===== config.mk =====
export PLATFORM = sky130hd
export DESIGN_NAME = sync_serial_port
export DESIGN_NICKNAME = d
export VERILOG_FILES = /design/src/rtl/ssp_pkg.sv /design/src/rtl/ssp_ctrl.sv /design/src/rtl/ssp_datapath.sv /design/src/rtl/sync_serial_port.sv
export SDC_FILE = /design/constraint.sdc
export NUM_CORES = 1
export LEC_CHECK = 0
export CAP_MARGIN = 20
export CELL_PAD_IN_SITES_DETAIL_PLACEMENT = 0
export CELL_PAD_IN_SITES_GLOBAL_PLACEMENT = 1
export CORE_MARGIN = 3
export CORE_UTILIZATION = 41
export DETAILED_ROUTE_END_ITERATION = 7
export MAX_ROUTING_LAYER = met4
export PLACE_DENSITY = 0.75
export SLEW_MARGIN = 20
export SYNTH_ARGS = -nofsm -noshare
export SYNTH_HDL_FRONTEND = slang
export SYNTH_SLANG_ARGS = --single-unit

===== constraint.sdc =====
create_clock -name clk -period 1.9 [get_ports clk]
set_input_delay 0.38 -clock clk [delete_from_list [all_inputs] [get_ports clk]]
set_output_delay 0.38 -clock clk [all_outputs]
set_load 0.01 [all_outputs]

===== src/rtl/ssp_pkg.sv =====
package ssp_pkg;

  localparam int RATE_W    = 3;
  localparam int NUM_RATES = 6;
  localparam int MAX_HALF  = 180;
  localparam int CNT_W     = $clog2(MAX_HALF);

  typedef struct packed {
    logic load;
    logic fall;
    logic rise;
    logic finish;
  } ssp_strobe_t;

  function automatic logic rateValid(input logic [RATE_W-1:0] code);
    return int'(code) < NUM_RATES;
  endfunction

  function automatic logic [CNT_W-1:0] halfPeriod(input logic [RATE_W-1:0] code);
    logic [CNT_W-1:0] h;
    case (code)
      3'd0:    h = CNT_W'(180);
      3'd1:    h = CNT_W'(60);
      3'd2:    h = CNT_W'(12);
      3'd3:    h = CNT_W'(8);
      3'd4:    h = CNT_W'(6);
      3'd5:    h = CNT_W'(5);
      default: h = CNT_W'(1);
    endcase
    return h;
  endfunction

endpackage


===== src/rtl/ssp_ctrl.sv =====
module ssp_ctrl
  import ssp_pkg::*;
#(
  parameter int DATA_W = 8
) (
  input  logic              clk,
  input  logic              rstN,
  input  logic              startReq,
  input  logic [RATE_W-1:0] rateSel,
  input  logic              irqAck,
  output logic              busy,
  output logic              serClk,
  output logic              irqReq,
  output ssp_strobe_t       stb
);

  localparam int BIT_W = $clog2(DATA_W + 1);

  logic [CNT_W-1:0] cnt;
  logic [CNT_W-1:0] halfL;
  logic [BIT_W-1:0] bitCnt;
  logic             finQ;
  logic             startOk;
  logic             edgeDue;

  assign startOk = !busy && startReq && rateValid(rateSel);
  assign edgeDue = busy && !finQ && (cnt == '0);

  always_comb begin
    stb        = '0;
    stb.load   = startOk;
    stb.fall   = edgeDue && serClk;
    stb.rise   = edgeDue && !serClk;
    stb.finish = finQ;
  end

  always_ff @(posedge clk) begin
    if (!rstN) begin
      busy   <= 1'b0;
      serClk <= 1'b1;
      cnt    <= '0;
      halfL  <= '0;
      bitCnt <= '0;
      finQ   <= 1'b0;
    end else if (startOk) begin
      busy   <= 1'b1;
      serClk <= 1'b1;
      halfL  <= halfPeriod(rateSel) - CNT_W'(1);
      cnt    <= halfPeriod(rateSel) - CNT_W'(1);
      bitCnt <= '0;
    end else if (finQ) begin
      busy <= 1'b0;
      finQ <= 1'b0;
    end else if (busy) begin
      if (cnt == '0) begin
        cnt    <= halfL;
        serClk <= !serClk;
        if (!serClk) begin
          bitCnt <= bitCnt + BIT_W'(1);
          if (bitCnt == BIT_W'(DATA_W - 1)) finQ <= 1'b1;
        end
      end else begin
        cnt <= cnt - CNT_W'(1);
      end
    end
  end

  always_ff @(posedge clk) begin
    if (!rstN)       irqReq <= 1'b0;
    else if (finQ)   irqReq <= 1'b1;
    else if (irqAck) irqReq <= 1'b0;
  end

endmodule


===== src/rtl/ssp_datapath.sv =====
module ssp_datapath
  import ssp_pkg::*;
#(
  parameter int DATA_W = 8
) (
  input  logic              clk,
  input  logic              rstN,
  input  ssp_strobe_t       stb,
  input  logic              busy,
  input  logic              loadEn,
  input  logic [DATA_W-1:0] loadData,
  input  logic              msbFirst,
  input  logic              threeWire,
  input  logic              txDir,
  input  logic              serInA,
  input  logic              serInB,
  output logic [DATA_W-1:0] rxData,
  output logic              serOut,
  output logic              serOutEn
);

  logic [DATA_W-1:0] txHold;
  logic [DATA_W-1:0] shiftQ;
  logic              msbL;
  logic              threeWireL;
  logic              txDirL;
  logic              inBit;
  logic              headBit;

  assign inBit    = threeWireL ? serInA : serInB;
  assign headBit  = msbL ? shiftQ[DATA_W-1] : shiftQ[0];
  assign serOutEn = busy ? (threeWireL || txDirL) : threeWire;

  always_ff @(posedge clk) begin
    if (!rstN) begin
      txHold <= '0;
    end else if (loadEn && !busy) begin
      txHold <= loadData;
    end
  end

  always_ff @(posedge clk) begin
    if (!rstN) begin
      shiftQ     <= '0;
      msbL       <= 1'b0;
      threeWireL <= 1'b0;
      txDirL     <= 1'b0;
    end else if (stb.load) begin
      shiftQ     <= txHold;
      msbL       <= msbFirst;
      threeWireL <= threeWire;
      txDirL     <= txDir;
    end else if (stb.rise) begin
      if (msbL) shiftQ <= {shiftQ[DATA_W-2:0], inBit};
      else      shiftQ <= {inBit, shiftQ[DATA_W-1:1]};
    end
  end

  always_ff @(posedge clk) begin
    if (!rstN) begin
      serOut <= 1'b1;
      rxData <= '0;
    end else if (stb.finish) begin
      serOut <= 1'b1;
      rxData <= shiftQ;
    end else if (stb.fall) begin
      serOut <= headBit;
    end
  end

endmodule


===== src/rtl/sync_serial_port.sv =====
module sync_serial_port
  import ssp_pkg::*;
#(
  parameter int DATA_W = 8
) (
  input  logic              clk,
  input  logic              rstN,
  input  logic              loadEn,
  input  logic [DATA_W-1:0] loadData,
  input  logic              startReq,
  input  logic [RATE_W-1:0] rateSel,
  input  logic              msbFirst,
  input  logic              threeWire,
  input  logic              txDir,
  input  logic              irqAck,
  output logic              busy,
  output logic              irqReq,
  output logic [DATA_W-1:0] rxData,
  output logic              serClk,
  output logic              serOut,
  output logic              serOutEn,
  input  logic              serInA,
  input  logic              serInB
);

  ssp_strobe_t stb;

  ssp_ctrl #(.DATA_W(DATA_W)) u_ctrl (
    .clk      (clk),
    .rstN     (rstN),
    .startReq (startReq),
    .rateSel  (rateSel),
    .irqAck   (irqAck),
    .busy     (busy),
    .serClk   (serClk),
    .irqReq   (irqReq),
    .stb      (stb)
  );

  ssp_datapath #(.DATA_W(DATA_W)) u_dp (
    .clk       (clk),
    .rstN      (rstN),
    .stb       (stb),
    .busy      (busy),
    .loadEn    (loadEn),
    .loadData  (loadData),
    .msbFirst  (msbFirst),
    .threeWire (threeWire),
    .txDir     (txDir),
    .serInA    (serInA),
    .serInB    (serInB),
    .rxData    (rxData),
    .serOut    (serOut),
    .serOutEn  (serOutEn)
  );

endmodule


# [Yosys cells after proc, flatten, opt, wreduce, memory -nomap -nowiden]
# Cells that the tools add are included.
[word_totals] reg_bits=52 inputBits=21 output_inout_bits=13
[op_classes] add_sub_neg=3 magnitude_cmp=1 n_eq_ne=7 n_mux=22 bitwise=3 reduce_logical=22
[ops] cell="8-bit two-way mux" n=9
[ops] cell="8-bit one-hot mux with 6 select lines" n=1
[ops] cell="8-bit by 1-bit subtractor with 8-bit output, second input constant" n=2
[ops] cell="1-bit two-way mux" n=12
[ops] cell="8-bit logical NOT" n=1
[ops] cell="2-bit nonzero test" n=4
[ops] cell="1-bit logical AND" n=7
[ops] cell="3-bit by 2-bit == test with 1-bit output, second input constant" n=2
[ops] cell="3-bit == test, second input constant" n=2
[ops] cell="4-bit by 1-bit adder with 4-bit output, second input constant" n=1
[ops] cell="4-bit by 3-bit == test with 1-bit output, second input constant" n=1
[ops] cell="4-bit AND reduction" n=1
[ops] cell="2-bit OR reduction" n=2
[ops] cell="3-bit by 1-bit == test with 1-bit output, second input constant" n=1
[ops] cell="1-bit logical NOT" n=3
[ops] cell="3-bit logical NOT" n=1
[ops] cell="3-bit < comparator, second input constant" n=1
[ops] cell="1-bit inverter" n=3
[ops] cell="3-bit AND reduction" n=1
[ops] cell="2-bit inequality test, second input constant" n=1
[ops] cell="2-bit AND reduction" n=1
[ops] cell="1-bit logical OR" n=1

# [Logic depth before layout (Yosys ltp)]
# Gate-level depths: netlist (run 1).
[logic_depth] word_depth=7 depth_mapped=7

# [Hierarchy]
# From an unflattened synthesis (run 1), not the netlist that was laid out.
[unflattened] hier_cells=272 area_unflattened_um2=2462.4
[modules_own_cells] module="ssp_ctrl" instances=1 cells_per_inst=151 area_each_um2=1277.5 seq_area_each_um2=460.4
[modules_own_cells] module="ssp_datapath" instances=1 cells_per_inst=121 area_each_um2=1184.9 seq_area_each_um2=560.5

# [Worst setup path before layout (run 1)]
# Ideal clock, no wire load.
[synth_timing] kind="reg2reg" start="reg u_ctrl.cnt[0]" end="reg u_dp.shiftQ[7]" arrival_time_ns=1.545 setup_slack_ns=0.233 path_stages_with_launch=8 n_path_buf=1 path_cell_list="dfxtp_1 > inv_1 > ha_1 > nor3b_4 > and3_1 > buf_2 > mux2i_1 > a21oi_1"
[synth_between] elab_chain_len=4
[synth_rtl] item="from (decl)" line="ssp_ctrl.sv:19" source="logic [CNT_W-1:0] cnt;"
[synth_rtl] item="from (signal assigned)" line="ssp_ctrl.sv:49" source="cnt <= halfPeriod(rateSel) - CNT_W'(1);"
[synth_rtl] item="from (signal assigned)" line="ssp_ctrl.sv:56" source="cnt <= halfL;"
[synth_rtl] item="from (signal assigned)" line="ssp_ctrl.sv:63" source="cnt <= cnt - CNT_W'(1);"
[synth_rtl] item="8-bit logical NOT" line="ssp_ctrl.sv:27" source="assign edgeDue = busy && !finQ && (cnt == '0);"
[synth_rtl] item="1-bit logical AND" line="ssp_ctrl.sv:27"
[synth_rtl] item="1-bit logical AND" line="ssp_ctrl.sv:33" source="stb.rise = edgeDue && !serClk;"
[synth_rtl] item="2-bit nonzero test (no line)"
[synth_rtl] item="to (signal assigned)" line="ssp_datapath.sv:49" source="shiftQ <= txHold;"
[synth_rtl] item="to (signal assigned)" line="ssp_datapath.sv:54" source="if (msbL) shiftQ <= {shiftQ[DATA_W-2:0], inBit};"
[synth_rtl] item="to (signal assigned)" line="ssp_datapath.sv:55" source="else shiftQ <= {inBit, shiftQ[DATA_W-1:1]};"
[synth_rtl] item="to (decl)" line="ssp_datapath.sv:23" source="logic [DATA_W-1:0] shiftQ;"
# Every way passes these cells.
# A chain may end at the register's enable or synchronous reset.

# [Final worst setup path (run 1)]
[layout_timing] start="reg u_ctrl.cnt[1]" end="reg u_ctrl.finQ"
[layout_between] elab_chain_len=4
[layout_rtl] item="8-bit logical NOT" line="ssp_ctrl.sv:55" source="if (cnt == '0) begin"
[layout_rtl] item="1-bit two-way mux" line="ssp_ctrl.sv:55"
[layout_rtl] item="1-bit two-way mux" line="ssp_ctrl.sv:54" source="end else if (busy) begin"
[layout_rtl] item="1-bit two-way mux" line="ssp_ctrl.sv:51" source="end else if (finQ) begin"
[layout_rtl] item="to (signal assigned)" line="ssp_ctrl.sv:44" source="finQ <= 1'b0;"
[layout_rtl] item="to (signal assigned)" line="ssp_ctrl.sv:53" source="finQ <= 1'b0;"
[layout_rtl] item="to (signal assigned)" line="ssp_ctrl.sv:60" source="if (bitCnt == BIT_W'(DATA_W - 1)) finQ <= 1'b1;"
[layout_rtl] item="to (decl)" line="ssp_ctrl.sv:22" source="logic finQ;"
# Every way passes these cells.

==> results.cfg, run 1 <==
[run_status]
run_status = completed

[finish]
fin_area_mm2 = 0.00318
final_util_pct = 56.0
drive_gt1_share_pct = 16.6
nNetsFinal = 362
syn_to_final_growth_pct = 28.5
fillers = 555
diodes = 0
stdcell_count = 409

[yosys]
ys_ff_latch = 51
synth-seq-area-share_pct = 41.3
yosysUniqueCellTypes = 50
postSynthAreaPerCell_um2 = 8.74
synth_top_area_share_pct = 41.3
yosys-top-cells-area = dfxtp_1 41%, mux2i_1 8.1%, nor2_1 5.0%
synthesis.area_mm2 = 0.00247
ys.warnings.count = 0
syn_nets = 308
synth_cells = 283
yosysTopAreaCell = dfxtp_1

[timing]
finalCriticalPeriod_ns = 1.81
fin_hold_ws_ns = 0.463
fmax_ghz = 0.553
fin_setup_tns_ns = 0
slew_headroom_pct = 68.3
fin_skew_ns = 0.00799
setup_ws_ns = 0.0921
post-route-period-util_pct = 95.2
tightest_slew_ns = 0.475
slew_violations = 0
hold_viol = 0
rsz0062_at_grt = false
setup_viol = 0

[detailed_routing]
final_antenna_net_count = 0
wirelength_um = 5930
drtIter0Drc = 151
num_vias = 2224
via_per_inst = 5.44
wl_per_cell_um = 14.5
dr.pass1.iters = 4
drc = 0

[clock_tree]
cts_buffers = 5
cts.clk_slew.worst_paths_ns = 0.09
root_buffer = clkbuf_8
cts_hold_buf = 0
ctsHtreeMaxLevel = 2
cts_setup_buffers = 0
max-clock-path-buffers = 2
insertion_delay_ns = 0.31
clock-sinks = 51
cts_tree = built

[global_routing]
grt_max_degree = 30
grt_pass1_wl_um = 10200
grt_pass1_vias = 2086
antenna_found_initial = 0
overflow = 0
track_usage_pct = 18.2

[pwr]
comb_power_share_pct = 28.2
power_density_mw_per_mm2 = 866
p_leak_nw = 1.22
p_clk_share_pct = 27.2
power.total_mw = 2.75
p_seq_share_pct = 44.5
p_int_mw = 1.91
swShare_pct = 30.4
p_sw_mw = 0.837
peakVddDrop_v = 0.000491

[place]
routabilityCongestion = 0.839
dp.cells = 402
place_area_mm2 = 0.00307
port_buffers = 33
dp_hpwl_um = 4400
dp_slack_ns = -0.0952

[setup_path]
critPathLaunchType = flip-flop
rrSetupSlack_ns = 0.09
reg2reg_depth = 7
rr_startpoint = u_ctrl.cnt[1]$_SDFFE_PN0P_
crit_arrival_ns = 2.05
r2r_end = u_ctrl.finQ$_SDFFE_PN0N_
cp_max_fo = 5
crit_required_ns = 2.14
critPathCaptureType = flip-flop
path_class = reg -> reg

[die]
fp.dieArea_mm2 = 0.00700
num_rows = 27
start_util_pct = 43.6
die_h_um = 83.7
ios = 34
die_x_um = 83.7
coreArea_mm2 = 0.00568

[min_path]
hold_path_depth = 2
min_path_type = reg -> reg
worstHoldStart = u_dp.txDirL$_SDFFE_PN0P_
whs_endpoint = u_dp.txDirL$_SDFFE_PN0P_

[job]
cap_viol_max_count = 0
## Yosys cell counts, drive strengths merged
master,count
nand2,23
clkbuf,9
nor4,2
or3,1
o22ai,4
o211ai,1
and2,1
xor2,3
nor4b,1
o31a,3
mux2,6
nor2b,2
nor3,4
nand2b,5
a41oi,2
o211a,2
o21a,2
and3b,1
a31oi,1
and3,2
nand4,17
o2111ai,1
o221a,2
o21ai,10
nor2,35
mux2i,20
or2,1
or4,1
a22o,1
nor3b,2
dfxtp,51
a22oi,1
or3b,2
nand3,17
ha,4
inv,6
xnor2,4
a2111o,1
a311o,1
buf,10
a211oi,3
a21oi,18
## cell families (layout without fill, tap and decap cells)
group                    count (synthesis)  in the layout  share of synthesized area [%]
adder cells (fa/ha/maj)                  4              4                           2.02
buffers and inverters                   25             79                           4.30
AO/OA/AOI/OAI                           53             53                           14.1
flip-flops                              51             51                           41.3
multiplexers                            26             26                           10.8
XOR/XNOR                                 7              7                           2.48
AND/OR/NAND/NOR                        117            117                           25.0
## per-layer routing
metal  up-vias  part of all wire [%]  track usage, %
met5         -                     0               -
met4         0                   1.2            4.39
met3         5                   4.6            3.55
met2        49                    43            26.6
met1      1050                    52            25.9
li1       1120                     -               -
## cells in the final DEF, fill, tap and decap left out, types with 2 or more instances in the layout
cell type,instances
dfxtp_1,51
nor2_1,33
clkdlybuf4s50_1,32
buf_4,32
nand2_1,23
mux2i_1,20
a21oi_1,18
nand3_1,17
nand4_1,16
inv_1,6
mux2_2,6
o21ai_0,5
nand2b_1,5
o21ai_1,5
clkbuf_8,5
xnor2_1,4
nor3_1,4
o22ai_1,4
xor2_1,3
a211oi_1,3
o31a_1,3
ha_1,3
nor2b_1,2
and3_1,2
nor2_2,2
o211a_1,2
o21a_1,2
o221a_2,2
a41oi_1,2
## power groups by stage
| stage | Combinational [mW] | Clock (mW) | Sequential [mW] |
|---|---|---|---|
| final | 0.777 | 0.749 | 1.23 |
| after detailed placement | 0.774 | 0 | 1.25 |
| after global routing | 0.870 | 0.812 | 1.24 |
| after global placement | 0.769 | 0 | 1.25 |
| after CTS | 0.776 | 0.770 | 1.22 |
| after floorplan | 0.513 | 0 | 1.23 |
## worst max-delay path by stage
stage                               startpoint                           to  slack [ns]  cells past startpoint
detailed placement                  rateSel[1]   u_ctrl.cnt[1]$_SDFFE_PN0P_        -0.1                      6
global route        u_ctrl.cnt[1]$_SDFFE_PN0P_     u_ctrl.finQ$_SDFFE_PN0N_       0.008                      7
finish              u_ctrl.cnt[1]$_SDFFE_PN0P_     u_ctrl.finQ$_SDFFE_PN0N_        0.09                      7
global placement                    rateSel[1]   u_ctrl.cnt[1]$_SDFFE_PN0P_       -0.05                      6
floorplan           u_ctrl.cnt[0]$_SDFFE_PN0P_  u_dp.shiftQ[7]$_SDFFE_PN0P_        0.23                      7
CTS                 u_ctrl.cnt[1]$_SDFFE_PN0P_     u_ctrl.finQ$_SDFFE_PN0N_        0.06                      7
## flip-flops by register name (all words and copies together), names as in the netlist
signal	cells
u_dp.msbL	1
u_dp.txHold	8
u_ctrl.busy	1
u_dp.serOut	1
u_ctrl.halfL	7
u_dp.rxData	8
u_dp.shiftQ	8
u_ctrl.bitCnt	4
u_ctrl.irqReq	1
u_ctrl.finQ	1
u_ctrl.cnt	8
u_dp.threeWireL	1
u_ctrl.serClk	1
u_dp.txDirL	1
## critical path, stage by stage (launching register included)
cell and delay [ns]:
dfxtp_1 0.34, inv_1 0.10, ha_2 0.23, nor3b_4 0.28, buf_4 0.18, nand4_4 0.10
or3b_1 0.41, a21oi_1 0.12
## repair_timing
item                       CTS  global route
cloned                       0             0
resized for setup            1             1
setup endpoints to repair    1             7
## cell type report
type / instances / area, um2 / share of cell area (%)
clock buffers: 5 / 68.8 / 2.17
inverters: 6 / 22.5 / 0.709
clock inverters: 2 / 37.5 / 1.18
well taps: 72 / 90.1 / 2.84
multi-input cells: 207 / 1350 / 42.4
flip-flops and latches: 51 / 1020 / 32.1
repair buffers: 66 / 589 / 18.6
Note: power is estimated with default switching activity, not from simulation.
==> run 2: changes to the inputs <==
--- a/config.mk
+++ b/config.mk
@@ -11,6 +11,7 @@
 export CORE_MARGIN = 3
 export CORE_UTILIZATION = 41
 export DETAILED_ROUTE_END_ITERATION = 7
+export GPL_TIMING_DRIVEN = 0
 export MAX_ROUTING_LAYER = met4
 export PLACE_DENSITY = 0.75
 export SLEW_MARGIN = 20
==> results.cfg, run 2 (synthesized netlist as in run 1, its figures left out) <==
[min_path]
min_path_type = reg -> reg
worstHoldStart = u_ctrl.halfL[2]$_SDFFE_PN0P_
hold_path_depth = 2
whs_endpoint = u_ctrl.halfL[2]$_SDFFE_PN0P_

[run_status]
run_status = completed

[global_routing]
antenna_found_initial = 0
grt_pass1_vias = 2066
grt_max_degree = 17
grt_pass1_wl_um = 10600
overflow = 0
track_usage_pct = 19.1

[clock_tree]
cts.clk_slew.worst_paths_ns = 0.09
max-clock-path-buffers = 2
ctsHtreeMaxLevel = 2
cts_buffers = 5
cts_tree = built
cts_hold_buf = 0
root_buffer = clkbuf_8
insertion_delay_ns = 0.30
clock-sinks = 51

[detailed_routing]
final_antenna_net_count = 0
m1WireLength_um = 3260
wl_met2_um = 2740
top_layer_used = met4
met3_length_um = 323
wl_per_cell_um = 16.0
drc = 0
num_vias = 2157
drtIter0Drc = 141
via_per_inst = 5.43
dr.pass1.iters = 4
wirelength_um = 6370

[timing]
slew_headroom_pct = 41.9
fin_skew_ns = 0.00488
fin_setup_tns_ns = 0
setup_viol = 0
slew_violations = 0
post-route-period-util_pct = 93.7
hold_viol = 0
finalCriticalPeriod_ns = 1.78
fmax_ghz = 0.562
tightest_slew_ns = 0.859
fin_hold_ws_ns = 0.461

[finish]
syn_to_final_growth_pct = 21.6
final_common_cell = dfxtp_1
diodes = 0
stdcell_count = 397
drive_gt1_share_pct = 12.0
nNetsFinal = 349
final_cell_mix = 49 x dfxtp_1, 33 x nor2_1, 30 x clkdlybuf4s50_1
fillers = 582

[job]
cap_viol_max_count = 0

[setup_path]
path_class = in -> reg
crit_required_ns = 2.10
rrSetupSlack_ns = 0.12
r2r_end = u_ctrl.finQ$_SDFFE_PN0N_
rr_startpoint = u_ctrl.cnt[0]$_SDFFE_PN0P_
reg2reg_depth = 7
crit_arrival_ns = 1.98
critPathLaunchType = input port
critPathCaptureType = flip-flop
cp_max_fo = 9

[pwr]
power_density_mw_per_mm2 = 872
peakVddDrop_v = 0.000447
p_leak_nw = 1.10
power.total_mw = 2.62

[place]
dp_hpwl_um = 4650
dp.cells = 386
routabilityCongestion = 0.837
port_buffers = 31

[die]
fp.dieArea_mm2 = 0.00700
die_h_um = 83.7
num_rows = 27
coreArea_mm2 = 0.00568
die_x_um = 83.7
ios = 34
start_util_pct = 43.6
run 2: changes by cell type in the layout (fill, tap and decap cells not counted), moves of 2 or more:
cell	previous run	this run
buf_1	0	2
buf_2	0	6
buf_4	32	4
clkbuf_1	0	8
clkdlybuf4s50_1	32	30
dfxtp_1	51	49
dfxtp_2	0	2
run 2: final cells by class:
| type | count | area, um2 | share of cell area [%] |
|---|---|---|---|
| buffer | 19 | 87.6 | 2.91 |
| clock buffer | 5 | 68.8 | 2.29 |
| clock inverter | 3 | 20.0 | 0.666 |
| inverter | 6 | 22.5 | 0.749 |
| multi-input combinational | 207 | 1360 | 45.3 |
| sequential | 51 | 1020 | 34.1 |
| tap | 72 | 90.1 | 3.00 |
| timing repair buffer | 34 | 332 | 11.0 |
run 2: worst max-delay path by stage:
stage	from	end	slack [ns]	cells after the start
after CTS	u_ctrl.cnt[0]$_SDFFE_PN0P_	u_ctrl.cnt[4]$_SDFFE_PN0P_	0.01	8
final	startReq	u_ctrl.cnt[5]$_SDFFE_PN0P_	0.12	6
after floorplan	u_ctrl.cnt[0]$_SDFFE_PN0P_	u_dp.shiftQ[7]$_SDFFE_PN0P_	0.23	7
after global placement	rstN	u_dp.shiftQ[6]$_SDFFE_PN0P_	-0.21	5
after global routing	u_ctrl.cnt[0]$_SDFFE_PN0P_	u_ctrl.finQ$_SDFFE_PN0N_	-0.003	7
after detailed placement	rstN	u_dp.shiftQ[6]$_SDFFE_PN0P_	-0.24	5
run 2: what timing repair did:
| item | CTS | global route |
|---|---|---|
| buffers inserted | 3 | 0 |
| setup endpoints to repair | 12 | 10 |
| resized for setup | 3 | 7 |
| hold endpoints to repair | 0 | 0 |
| pin swaps | 0 | 0 |
run 2: layer usage:
layer  vias to the layer above  global-route usage, %
met2                        52                   27.5
met3                         5                   3.16
met1                      1001                   28.1
li1                       1099                      -
met4                         0                   3.95
met5                         -                      -
run 2: report_power, final:
group	switching, mW	internal, mW
Clock	0.374	0.257
Combinational	0.403	0.351
Sequential	0.0885	1.15
Total	0.866	1.75
run 2: through the flow:
stage	instance area (um2)	setup slack [ns]	util (%)
finish	3010	0.120	53.0
detailed placement	2870	-0.238	50.6
CTS	2990	0.0105	52.6
global route	3010	-0.00328	53.0
global placement	2870	-0.207	50.6
floorplan	2470	0.233	-
run 2: worst max-delay path, cell delays in order:
cell and delay (ns):
clkdlybuf4s50_1 0.47, nand2b_1 0.05, buf_2 0.17, o21ai_1 0.54, o22ai_1 0.20, o211a_1 0.17
